--- src/rtl/flash_rescue_pkg.sv ---
package flash_rescue_pkg;
  localparam int NUM_FRAMES  = 6;
  localparam int IDX_W       = 3;
  localparam int LEN_W       = 6;
  localparam int WORD_W      = 32;
  localparam int EXIT_FRAMES = 3;
  localparam int RESET_FRAME = 4;
  localparam int READ_FRAME  = 5;

  localparam logic [7:0] OP_RST_ENABLE = 8'h66;
  localparam logic [7:0] OP_RST_DO     = 8'h99;
  localparam logic [7:0] OP_READ_1X    = 8'h03;

  typedef enum logic [1:0] {SEQ_IDLE, SEQ_GAP, SEQ_SHIFT} seq_state_t;

  // number of serial clocks in each frame
  function automatic logic [LEN_W-1:0] frame_len(input logic [IDX_W-1:0] idx);
    case (idx)
      3'd0:    frame_len = LEN_W'(2);
      3'd1:    frame_len = LEN_W'(8);
      3'd2:    frame_len = LEN_W'(16);
      3'd5:    frame_len = LEN_W'(32);
      default: frame_len = LEN_W'(8);
    endcase
  endfunction

  // left-aligned bit pattern of each frame
  function automatic logic [WORD_W-1:0] frame_word(input logic [IDX_W-1:0] idx);
    case (idx)
      3'd3:    frame_word = {OP_RST_ENABLE, 24'h0};
      3'd4:    frame_word = {OP_RST_DO, 24'h0};
      3'd5:    frame_word = {OP_READ_1X, 24'h0};
      default: frame_word = ~({WORD_W{1'b1}} >> frame_len(idx));
    endcase
  endfunction
endpackage

--- src/rtl/rescue_sck_gen.sv ---
module rescue_sck_gen #(
  parameter int DIVW = 4
) (
  input  logic            clk,
  input  logic            rst_n,
  input  logic            run,
  input  logic [DIVW-1:0] div,
  output logic            sck,
  output logic            bit_end
);
  logic [DIVW-1:0] cnt_q, cnt_d;
  logic            sck_q, sck_d;
  logic            term;

  assign term    = (cnt_q == div);
  assign bit_end = run && term && sck_q;
  assign sck     = sck_q;

  always_comb begin
    cnt_d = cnt_q;
    sck_d = sck_q;
    if (!run) begin
      cnt_d = '0;
      sck_d = 1'b0;
    end else if (term) begin
      cnt_d = '0;
      sck_d = ~sck_q;
    end else begin
      cnt_d = cnt_q + 1'b1;
    end
  end

  always_ff @(posedge clk or negedge rst_n) begin
    if (!rst_n) begin
      cnt_q <= '0;
      sck_q <= 1'b0;
    end else begin
      cnt_q <= cnt_d;
      sck_q <= sck_d;
    end
  end

  assert_idle_low_R5: assert property (@(posedge clk) disable iff (!rst_n)
    !run |=> !sck);
  assert_div_steady_R8: assert property (@(posedge clk) disable iff (!rst_n)
    run |=> (!run || $stable(div)));
endmodule

--- src/rtl/rescue_shifter.sv ---
module rescue_shifter #(
  parameter int W = 32
) (
  input  logic         clk,
  input  logic         rst_n,
  input  logic         load,
  input  logic [W-1:0] load_word,
  input  logic         shift,
  output logic         msb
);
  logic [W-1:0] sr_q, sr_d;

  assign msb = sr_q[W-1];

  always_comb begin
    sr_d = sr_q;
    if (load)       sr_d = load_word;
    else if (shift) sr_d = {sr_q[W-2:0], 1'b0};
  end

  always_ff @(posedge clk or negedge rst_n) begin
    if (!rst_n) sr_q <= '0;
    else        sr_q <= sr_d;
  end
endmodule

--- src/rtl/rescue_timer.sv ---
module rescue_timer #(
  parameter int TW = 13
) (
  input  logic          clk,
  input  logic          rst_n,
  input  logic          load,
  input  logic [TW-1:0] load_val,
  output logic          expired
);
  logic [TW-1:0] cnt_q, cnt_d;

  assign expired = (cnt_q == '0);

  always_comb begin
    cnt_d = cnt_q;
    if (load)          cnt_d = load_val;
    else if (!expired) cnt_d = cnt_q - 1'b1;
  end

  always_ff @(posedge clk or negedge rst_n) begin
    if (!rst_n) cnt_q <= '0;
    else        cnt_q <= cnt_d;
  end
endmodule

--- src/rtl/flash_rescue_seq.sv ---
module flash_rescue_seq
  import flash_rescue_pkg::*;
#(
  parameter int DIVW     = 4,
  parameter int GAP_CYC  = 4,
  parameter int WAIT_CYC = 6000
) (
  input  logic            clk,
  input  logic            rst_n,
  input  logic            start,
  input  logic [DIVW-1:0] div,
  output logic            cs_n,
  output logic            sck,
  output logic [3:0]      dq_out,
  output logic [3:0]      dq_oe,
  output logic            done
);
  localparam int HOLD_MAX = (WAIT_CYC > GAP_CYC) ? WAIT_CYC : GAP_CYC;
  localparam int TW       = $clog2(HOLD_MAX + 1);
  localparam logic [TW-1:0] GAP_LOAD  = TW'(GAP_CYC - 1);
  localparam logic [TW-1:0] WAIT_LOAD = TW'(WAIT_CYC - 1);
  localparam logic [3:0] DRIVE_MASK   = 4'b1101;

  seq_state_t        state_q, state_d;
  logic [IDX_W-1:0]  idx_q, idx_d, idx_nxt;
  logic [LEN_W-1:0]  left_q, left_d;
  logic              cs_q, cs_d;
  logic              done_q, done_d;

  logic              run, bit_end, sh_msb, expired;
  logic              tmr_load, sh_load, sh_shift;
  logic [TW-1:0]     tmr_val;
  logic [WORD_W-1:0] sh_word;
  logic              active;

  assign idx_nxt = IDX_W'(idx_q + 1'b1);
  assign run     = (state_q == SEQ_SHIFT);

  rescue_sck_gen #(.DIVW(DIVW)) u_sck (
    .clk(clk), .rst_n(rst_n), .run(run), .div(div), .sck(sck), .bit_end(bit_end)
  );

  rescue_shifter #(.W(WORD_W)) u_shift (
    .clk(clk), .rst_n(rst_n), .load(sh_load), .load_word(sh_word),
    .shift(sh_shift), .msb(sh_msb)
  );

  rescue_timer #(.TW(TW)) u_timer (
    .clk(clk), .rst_n(rst_n), .load(tmr_load), .load_val(tmr_val), .expired(expired)
  );

  always_comb begin
    state_d  = state_q;
    idx_d    = idx_q;
    left_d   = left_q;
    cs_d     = cs_q;
    done_d   = 1'b0;
    tmr_load = 1'b0;
    tmr_val  = GAP_LOAD;
    sh_load  = 1'b0;
    sh_word  = frame_word(idx_nxt);
    sh_shift = 1'b0;
    case (state_q)
      SEQ_IDLE: begin
        if (start) begin
          state_d  = SEQ_GAP;
          idx_d    = '0;
          left_d   = frame_len('0);
          cs_d     = 1'b1;
          tmr_load = 1'b1;
          sh_load  = 1'b1;
          sh_word  = frame_word('0);
        end
      end
      SEQ_GAP: begin
        if (expired) begin
          state_d = SEQ_SHIFT;
          cs_d    = 1'b0;
        end
      end
      default: begin
        if (bit_end) begin
          if (left_q == LEN_W'(1)) begin
            if (idx_q == IDX_W'(READ_FRAME)) begin
              state_d = SEQ_IDLE;
              done_d  = 1'b1;
            end else begin
              state_d  = SEQ_GAP;
              idx_d    = idx_nxt;
              left_d   = frame_len(idx_nxt);
              cs_d     = 1'b1;
              tmr_load = 1'b1;
              tmr_val  = (idx_q == IDX_W'(RESET_FRAME)) ? WAIT_LOAD : GAP_LOAD;
              sh_load  = 1'b1;
            end
          end else begin
            left_d   = left_q - LEN_W'(1);
            sh_shift = 1'b1;
          end
        end
      end
    endcase
  end

  always_ff @(posedge clk or negedge rst_n) begin
    if (!rst_n) begin
      state_q <= SEQ_IDLE;
      idx_q   <= '0;
      left_q  <= '0;
      cs_q    <= 1'b1;
      done_q  <= 1'b0;
    end else begin
      state_q <= state_d;
      idx_q   <= idx_d;
      left_q  <= left_d;
      cs_q    <= cs_d;
      done_q  <= done_d;
    end
  end

  assign active = (state_q != SEQ_IDLE) || !cs_q;
  assign cs_n   = cs_q;
  assign done   = done_q;
  assign dq_oe  = active ? DRIVE_MASK : 4'b0000;
  assign dq_out = active ? {1'b1, 1'b1, 1'b0, sh_msb} : 4'b0000;

  assert_sck_gated_R5: assert property (@(posedge clk) disable iff (!rst_n)
    cs_n |-> !sck);
  assert_hold_lines_R3: assert property (@(posedge clk) disable iff (!rst_n)
    !cs_n |-> (dq_oe == DRIVE_MASK) && dq_out[3] && dq_out[2]);
  assert_done_pulse_R9: assert property (@(posedge clk) disable iff (!rst_n)
    done |=> !done);
  assert_done_parked_R9: assert property (@(posedge clk) disable iff (!rst_n)
    done |-> !cs_n && !sck);
  assert_no_restart_R10: assert property (@(posedge clk) disable iff (!rst_n)
    (state_q != SEQ_IDLE) && start |=> idx_q >= $past(idx_q));
endmodule

--- config.mk ---
export PLATFORM = sky130hd
export DESIGN_NAME = flash_rescue_seq
export DESIGN_NICKNAME = d
export VERILOG_FILES = /design/src/rtl/flash_rescue_pkg.sv /design/src/rtl/rescue_sck_gen.sv /design/src/rtl/rescue_shifter.sv /design/src/rtl/rescue_timer.sv /design/src/rtl/flash_rescue_seq.sv
export SDC_FILE = /design/constraint.sdc
export NUM_CORES = 1
export LEC_CHECK = 0
export CAP_MARGIN = 20
export CORE_ASPECT_RATIO = 1.4
export CORE_MARGIN = 4
export CORE_UTILIZATION = 55
export DETAILED_ROUTE_END_ITERATION = 16
export PLACE_DENSITY = 0.75
export SYNTH_ARGS = -nofsm -noshare
export SYNTH_HDL_FRONTEND = slang
export SYNTH_SLANG_ARGS = --single-unit
export TNS_END_PERCENT = 30
--- constraint.sdc ---
create_clock -name clk -period 3.4 [get_ports clk]
set_input_delay 0.51 -clock clk [delete_from_list [all_inputs] [get_ports clk]]
set_output_delay 0.51 -clock clk [all_outputs]
set_load 0.1 [all_outputs]
==> qor.yml, run 1 <==
place:
  place_inst: 390
  port_buffers: 15
  gp_congestion: 0.861
  hpwlAfterDp_um: 4230
  post-place-ws_ns: 0.620
yosys:
  syn_area_per_cell_um2: 9.31
  synthCells: 322
  ys_ff_latch: 57
  synth_area_leaders: "dfrtp_1 47%, nor2_1 7.1%, ha_1 4.2%, nand2_1 4.0%, a21oi_1 3.8%"
  synth_ff_type: "dfrtp_1"
  yosysTopAreaCell: "dfrtp_1"
  synth_cell_types: 53
  netlist_area_um2: 3000
  yosysSeqAreaShare: 0.476
  yosys_warnings: 0
  async_flop_share: 1.00
  synth-edff-count: 0
  synth_top_area_share: 0.467
floorplan:
  dieArea_um2: 6720
  ios: 18
  core_um2: 5240
  die_h_um: 95.4
  std_cell_rows: 31
  die_x_um: 70.4
  start_util: 0.573
clocking:
  clock-sinks: 57
  cts-root-buf: "clkbuf_8"
  cts_buffer_depth: 2
  clkTransAtPathRegs_ns: 0.06
  post_cts_buffers: 0
  htree_num_levels: 3
  clock_latency_ns: 0.34
  cts_buffers: 9
  cts_tree: "built"
  ctsResizeCount: 0
  holdBufCountCts: 0
timing:
  tns_ns: 0
  fmax_mhz: 414
  fin_crit_sh: 0.710
  clock_skew_ns: 0.00651
  hold_viol: 0
  slew_headroom: 0.352
  timing.final.crit_period_ns: 2.41
  grt_setup_unrepaired: "false"
  setup_slack_ns: 0.987
  worst_slew_pin_slew_ns: 0.969
  drv_slew: 0
  setup_violations: 0
power:
  combPwrFrac: 0.027
  p_seq_frac: 0.510
  total_power_uw: 1330
  intPower_uw: 1040
  power.switching_uw: 286
  power_leakage_uw: 0.00156
  p_clk_frac: 0.463
  ir_drop_uv: 246
  power.share.switching: 0.215
  p_per_area_nw_per_um2: 398
run:
  drv_cap: 0
routing:
  drtIter0Drc: 63
  routed_via_density: 5.66
  drtPass1Iterations: 4
  drtAntennaViolNets: 0
  drc: 0
  num_vias: 2296
  routed_wl_um: 6030
  wl_per_cell_um: 14.9
worst_setup_path:
  worstSetupPathType: "reg -> out"
  required_ns: 2.89
  arrival_ns: 1.90
  worst-path-buf-inv: 1
  cp_slowest_cell: "clkdlybuf4s50_1"
  cp-start-kind: "flop"
  worstPathCellList: "clkdlybuf4s50_1"
  worstSetupEndpointType: "primary output"
  path_delay_family: "buffers and inverters"
  worstPathMaxFanout: 4
  cpPeakStageDelay_ns: 1.16
layout:
  drive_above_1_share: 0.121
  area_growth_pct: 11.4
  diodes: 0
  fin_cells: 406
  fin_nets: 352
  layout_common_cells: "57 x nor2_1, 56 x dfrtp_1, 32 x nand2_1, 23 x a21oi_1, 17 x o21ai_0"
  final_common_cell: "nor2_1"
  utilization: 0.638
global_route:
  grt_use_total: 0.205
  grt_start_max_net_pins: 33
  grt-ovfl-total: 0
  grt_use_met1: 0.233
  gr-usage-met3: 0.0559
  top_usage_layer: "met2"
  grt_pass1_wl_um: 10800
  gr-usage-met2: 0.345
  antenna_found_initial: 0
  first_global_vias: 2381
hold_path:
  min_path_type: "in -> async"
run_status:
  status: "finished clean"
[synthesized netlist by cell type, types with 4 or more instances]
| cell type | instances |
|---|---|
| nor2_1 | 57 |
| dfrtp_1 | 56 |
| nand2_1 | 32 |
| a21oi_1 | 23 |
| o21ai_0 | 17 |
| inv_1 | 11 |
| ha_1 | 10 |
| xor2_1 | 10 |
| mux2i_1 | 9 |
| buf_4 | 7 |
| clkbuf_1 | 7 |
| nand3_1 | 7 |
| a31oi_1 | 6 |
| xnor2_1 | 6 |
| buf_2 | 5 |
| a22o_1 | 4 |
| nor3_1 | 4 |
| o31ai_1 | 4 |
[through the flow]
step | hold slack [ns] | cell area, um2
final | 0.228 | 3340
after global routing | 0.270 | 3340
after CTS | 0.233 | 3340
after detailed placement | 0.479 | 3150
after global placement | 0.477 | 3150
after floorplan | 0.214 | 3000
[flip-flops by register name, summed over array words and instances (netlist names), 2 cells and up]
name and count:
u_sck.cnt_q 4, left_q 6, state_q 2, u_timer.cnt_q 13
idx_q 3, u_shift.sr_q 26
[power by group through the flow]
stage | logic [uW] | clock network, uW | registers, uW
after floorplan | 16.3 | 0 | 691
after global placement | 36.4 | 0 | 691
after detailed placement | 37.0 | 0 | 691
after CTS | 37.1 | 630 | 678
after global routing | 39.9 | 660 | 678
final | 35.9 | 615 | 678
[final timing paths]
kind	startpoint	endpoint	slack, ns	depth (start not counted)
worst max-delay path	u_sck.sck	sck	0.99	1
worst min-delay path	rst_n	u_sck.cnt_q[3]	0.23	1
worst max register to register	u_timer.cnt_q[0]	u_timer.cnt_q[5]	1.11	7
worst min register to register	u_shift.sr_q[31]	u_shift.sr_q[31]	0.49	2
max in group asynchronous	rst_n	u_shift.sr_q[6]	2.36	2
min in group clk	u_shift.sr_q[31]	u_shift.sr_q[31]	0.49	2
[layout make-up]
type | instances | area (um2)
clock buffer | 13 | 149
clock inverter | 3 | 40.0
fill | 454 | 1890
inverter | 11 | 41.3
multi-input combinational | 236 | 1440
sequential | 57 | 1430
tap | 66 | 82.6
timing repair buffer | 20 | 165
[cells by family after synthesis]
| group | after synthesis | synth area share |
|---|---|---|
| AND/OR/NAND/NOR | 132 | 0.217 |
| AO/OA/AOI/OAI | 67 | 0.139 |
| flip-flops | 57 | 0.476 |
| buffers and inverters | 30 | 0.0484 |
| XOR/XNOR | 16 | 0.0467 |
| adder cells (fa/ha/maj) | 10 | 0.0417 |
| multiplexers | 9 | 0.0300 |
| other | 1 | 0.00125 |
[routing by layer]
layer / vias up / part of all wire
met5: - / 0
met4: 0 / 0.029
met3: 16 / 0.052
met2: 61 / 0.51
met1: 1088 / 0.41
li1: 1131 / -
(Power assumes the default switching activity.)
==> run 2: changes to the inputs <==
--- a/config.mk
+++ b/config.mk
@@ -8,7 +8,7 @@
 export CAP_MARGIN = 20
 export CORE_ASPECT_RATIO = 1.4
 export CORE_MARGIN = 4
-export CORE_UTILIZATION = 55
+export CORE_UTILIZATION = 53
 export DETAILED_ROUTE_END_ITERATION = 16
 export PLACE_DENSITY = 0.75
 export SYNTH_ARGS = -nofsm -noshare
==> constraint.sdc (replaced) <==
create_clock -name clk -period 2.1 [get_ports clk]
set_input_delay 0.315 -clock clk [delete_from_list [all_inputs] [get_ports clk]]
set_output_delay 0.315 -clock clk [all_outputs]
set_load 0.1 [all_outputs]
==> qor.yml, run 2 (synthesis results as in run 1) <==
run_status:
  status: "finished clean"
worst_setup_path:
  cp-start-kind: "flop"
  worstPathMaxFanout: 5
  required_ns: 2.36
  worstSetupEndpointType: "flop"
  worstSetupPathType: "reg -> reg"
  arrival_ns: 2.25
power:
  ir_drop_uv: 389
  power_leakage_uw: 0.00177
  p_per_area_nw_per_um2: 629
routing:
  drtPass1Iterations: 4
  drtIter0Drc: 130
  drtAntennaViolNets: 0
  routed_via_density: 5.57
  wl_per_cell_um: 14.8
  routed_wl_um: 6460
  drc: 0
  num_vias: 2427
floorplan:
  std_cell_rows: 32
  start_util: 0.547
  die_h_um: 97.0
  ios: 18
  dieArea_um2: 6940
  core_um2: 5490
  die_x_um: 71.6
timing:
  timing.final.crit_period_ns: 1.99
  grt_setup_unrepaired: "false"
  fin_crit_sh: 0.948
  clock_skew_ns: 0.0121
  holdWs_ns: 0.489
  setup_violations: 0
  setup_slack_ns: 0.109
  drv_slew: 0
  fmax_mhz: 502
  slew_headroom: 0.626
  worst_slew_pin_slew_ns: 0.555
  hold_viol: 0
layout:
  final_common_cell: "nor2_1"
  area_growth_pct: 24.2
  layout_common_cells: "56 x nor2_1, 55 x dfrtp_1, 32 x nand2_1, 32 x buf_4, 22 x a21oi_1"
  largest_reg_flops: 26
  area.sequential_um2: 1430
  num-fill-cells: 420
  fin_cells: 436
  fin_nets: 380
  largest_registers: "u_shift.sr_q (26), u_timer.cnt_q (13), left_q (6)"
  drive_above_1_share: 0.212
  top_register: "u_shift.sr_q"
  multiInputGateArea_um2: 1460
  diodes: 0
hold_path:
  min_path_type: "in -> async"
global_route:
  grt_use_total: 0.208
  grt-ovfl-total: 0
  first_global_vias: 2571
  antenna_found_initial: 0
  grt_start_max_net_pins: 58
  grt_pass1_wl_um: 11300
run:
  drv_cap: 0
place:
  place_inst: 419
  gp_congestion: 0.798
  hpwlAfterDp_um: 4570
  port_buffers: 15
  post-place-ws_ns: -0.289
clocking:
  clock-sinks: 57
  cts-root-buf: "clkbuf_8"
  cts_buffer_depth: 2
  cts_tree: "built"
  cts_buffers: 9
  clkTransAtPathRegs_ns: 0.07
  htree_num_levels: 3
  clock_latency_ns: 0.35
## run 2: cell types whose count changed in the layout (fill, tap and decap cells not counted), sizes merged
cell,delta
buf,+29
clkbuf,-2
dlygate4sd3,+1
bufinv,+1
clkdlybuf4s50,-2
clkinvlp,+1
## run 2: metrics by stage
| stage | util | power [uW] | cell area (um2) | setup TNS [ns] |
|---|---|---|---|---|
| after floorplan | - | 1150 | 3000 | 0 |
| after global placement | 0.632 | 1180 | 3470 | -3.38 |
| after detailed placement | 0.632 | 1180 | 3470 | -4.36 |
| after CTS | 0.676 | 2370 | 3710 | 0 |
| after global routing | 0.679 | 2430 | 3730 | 0 |
| final | 0.679 | 2350 | 3730 | 0 |
## run 2: layer usage
layer	up-vias	global-route usage	routed length [um]
li1	1186	-	-
met1	1188	0.222	2550
met2	41	0.359	3470
met3	12	0.0530	259
met4	0	0.122	172
met5	-	0	0
## run 2: worst max-delay path, stage by stage, from the launching register on
cell and delay (ns):
dfrtp_1 0.38, or3_4 0.43, nor4_4 0.21, buf_4 0.19
and3_1 0.22, buf_4 0.15, nand3_1 0.11, a31oi_1 0.21
## run 2: repair_timing
item,4_1_cts,5_1_grt
resized for setup,1,4
setup buffers,0,0
hold buffers,1,0
setup endpoints to repair,1,21
endpoints found under the hold margin,56,0
## run 2: final timing paths
path                       depth (start not counted)                to  slack (ns)       from
hold / removal                                     3  u_shift.sr_q[25]        0.49      rst_n
max in group asynchronous                          3              cs_n        1.30      rst_n
setup / recovery                                   7  u_shift.sr_q[27]        0.11  left_q[3]
setup reg to reg                                   7  u_shift.sr_q[27]        0.11  left_q[3]
hold reg to reg                                    2              cs_n        0.49       cs_n
min in group clk                                   2              cs_n        0.49       cs_n
## run 2: area by class of cell
class                   instances  share of cell area
inverters                      11              0.0111
well taps                      68              0.0228
repair buffers                 48               0.130
multi-input cells             236               0.391
clock inverters                 5              0.0208
clock buffers                  11              0.0406
flip-flops and latches         57               0.383
## run 2: power by group
group	internal, uW	switching (uW)	leakage [uW]
combinational	18.8	45.5	0.000896
clock	728	455	0.000115
sequential	1100	0	0.000756
==> run 3: changes to the inputs <==
--- a/config.mk
+++ b/config.mk
@@ -11,6 +11,7 @@
 export CORE_UTILIZATION = 53
 export DETAILED_ROUTE_END_ITERATION = 16
 export PLACE_DENSITY = 0.75
+export SLEW_MARGIN = 20
 export SYNTH_ARGS = -nofsm -noshare
 export SYNTH_HDL_FRONTEND = slang
 export SYNTH_SLANG_ARGS = --single-unit
==> results of run 3 <==
Same layout as run 2: the final DEF is identical, and so are final timing and power.
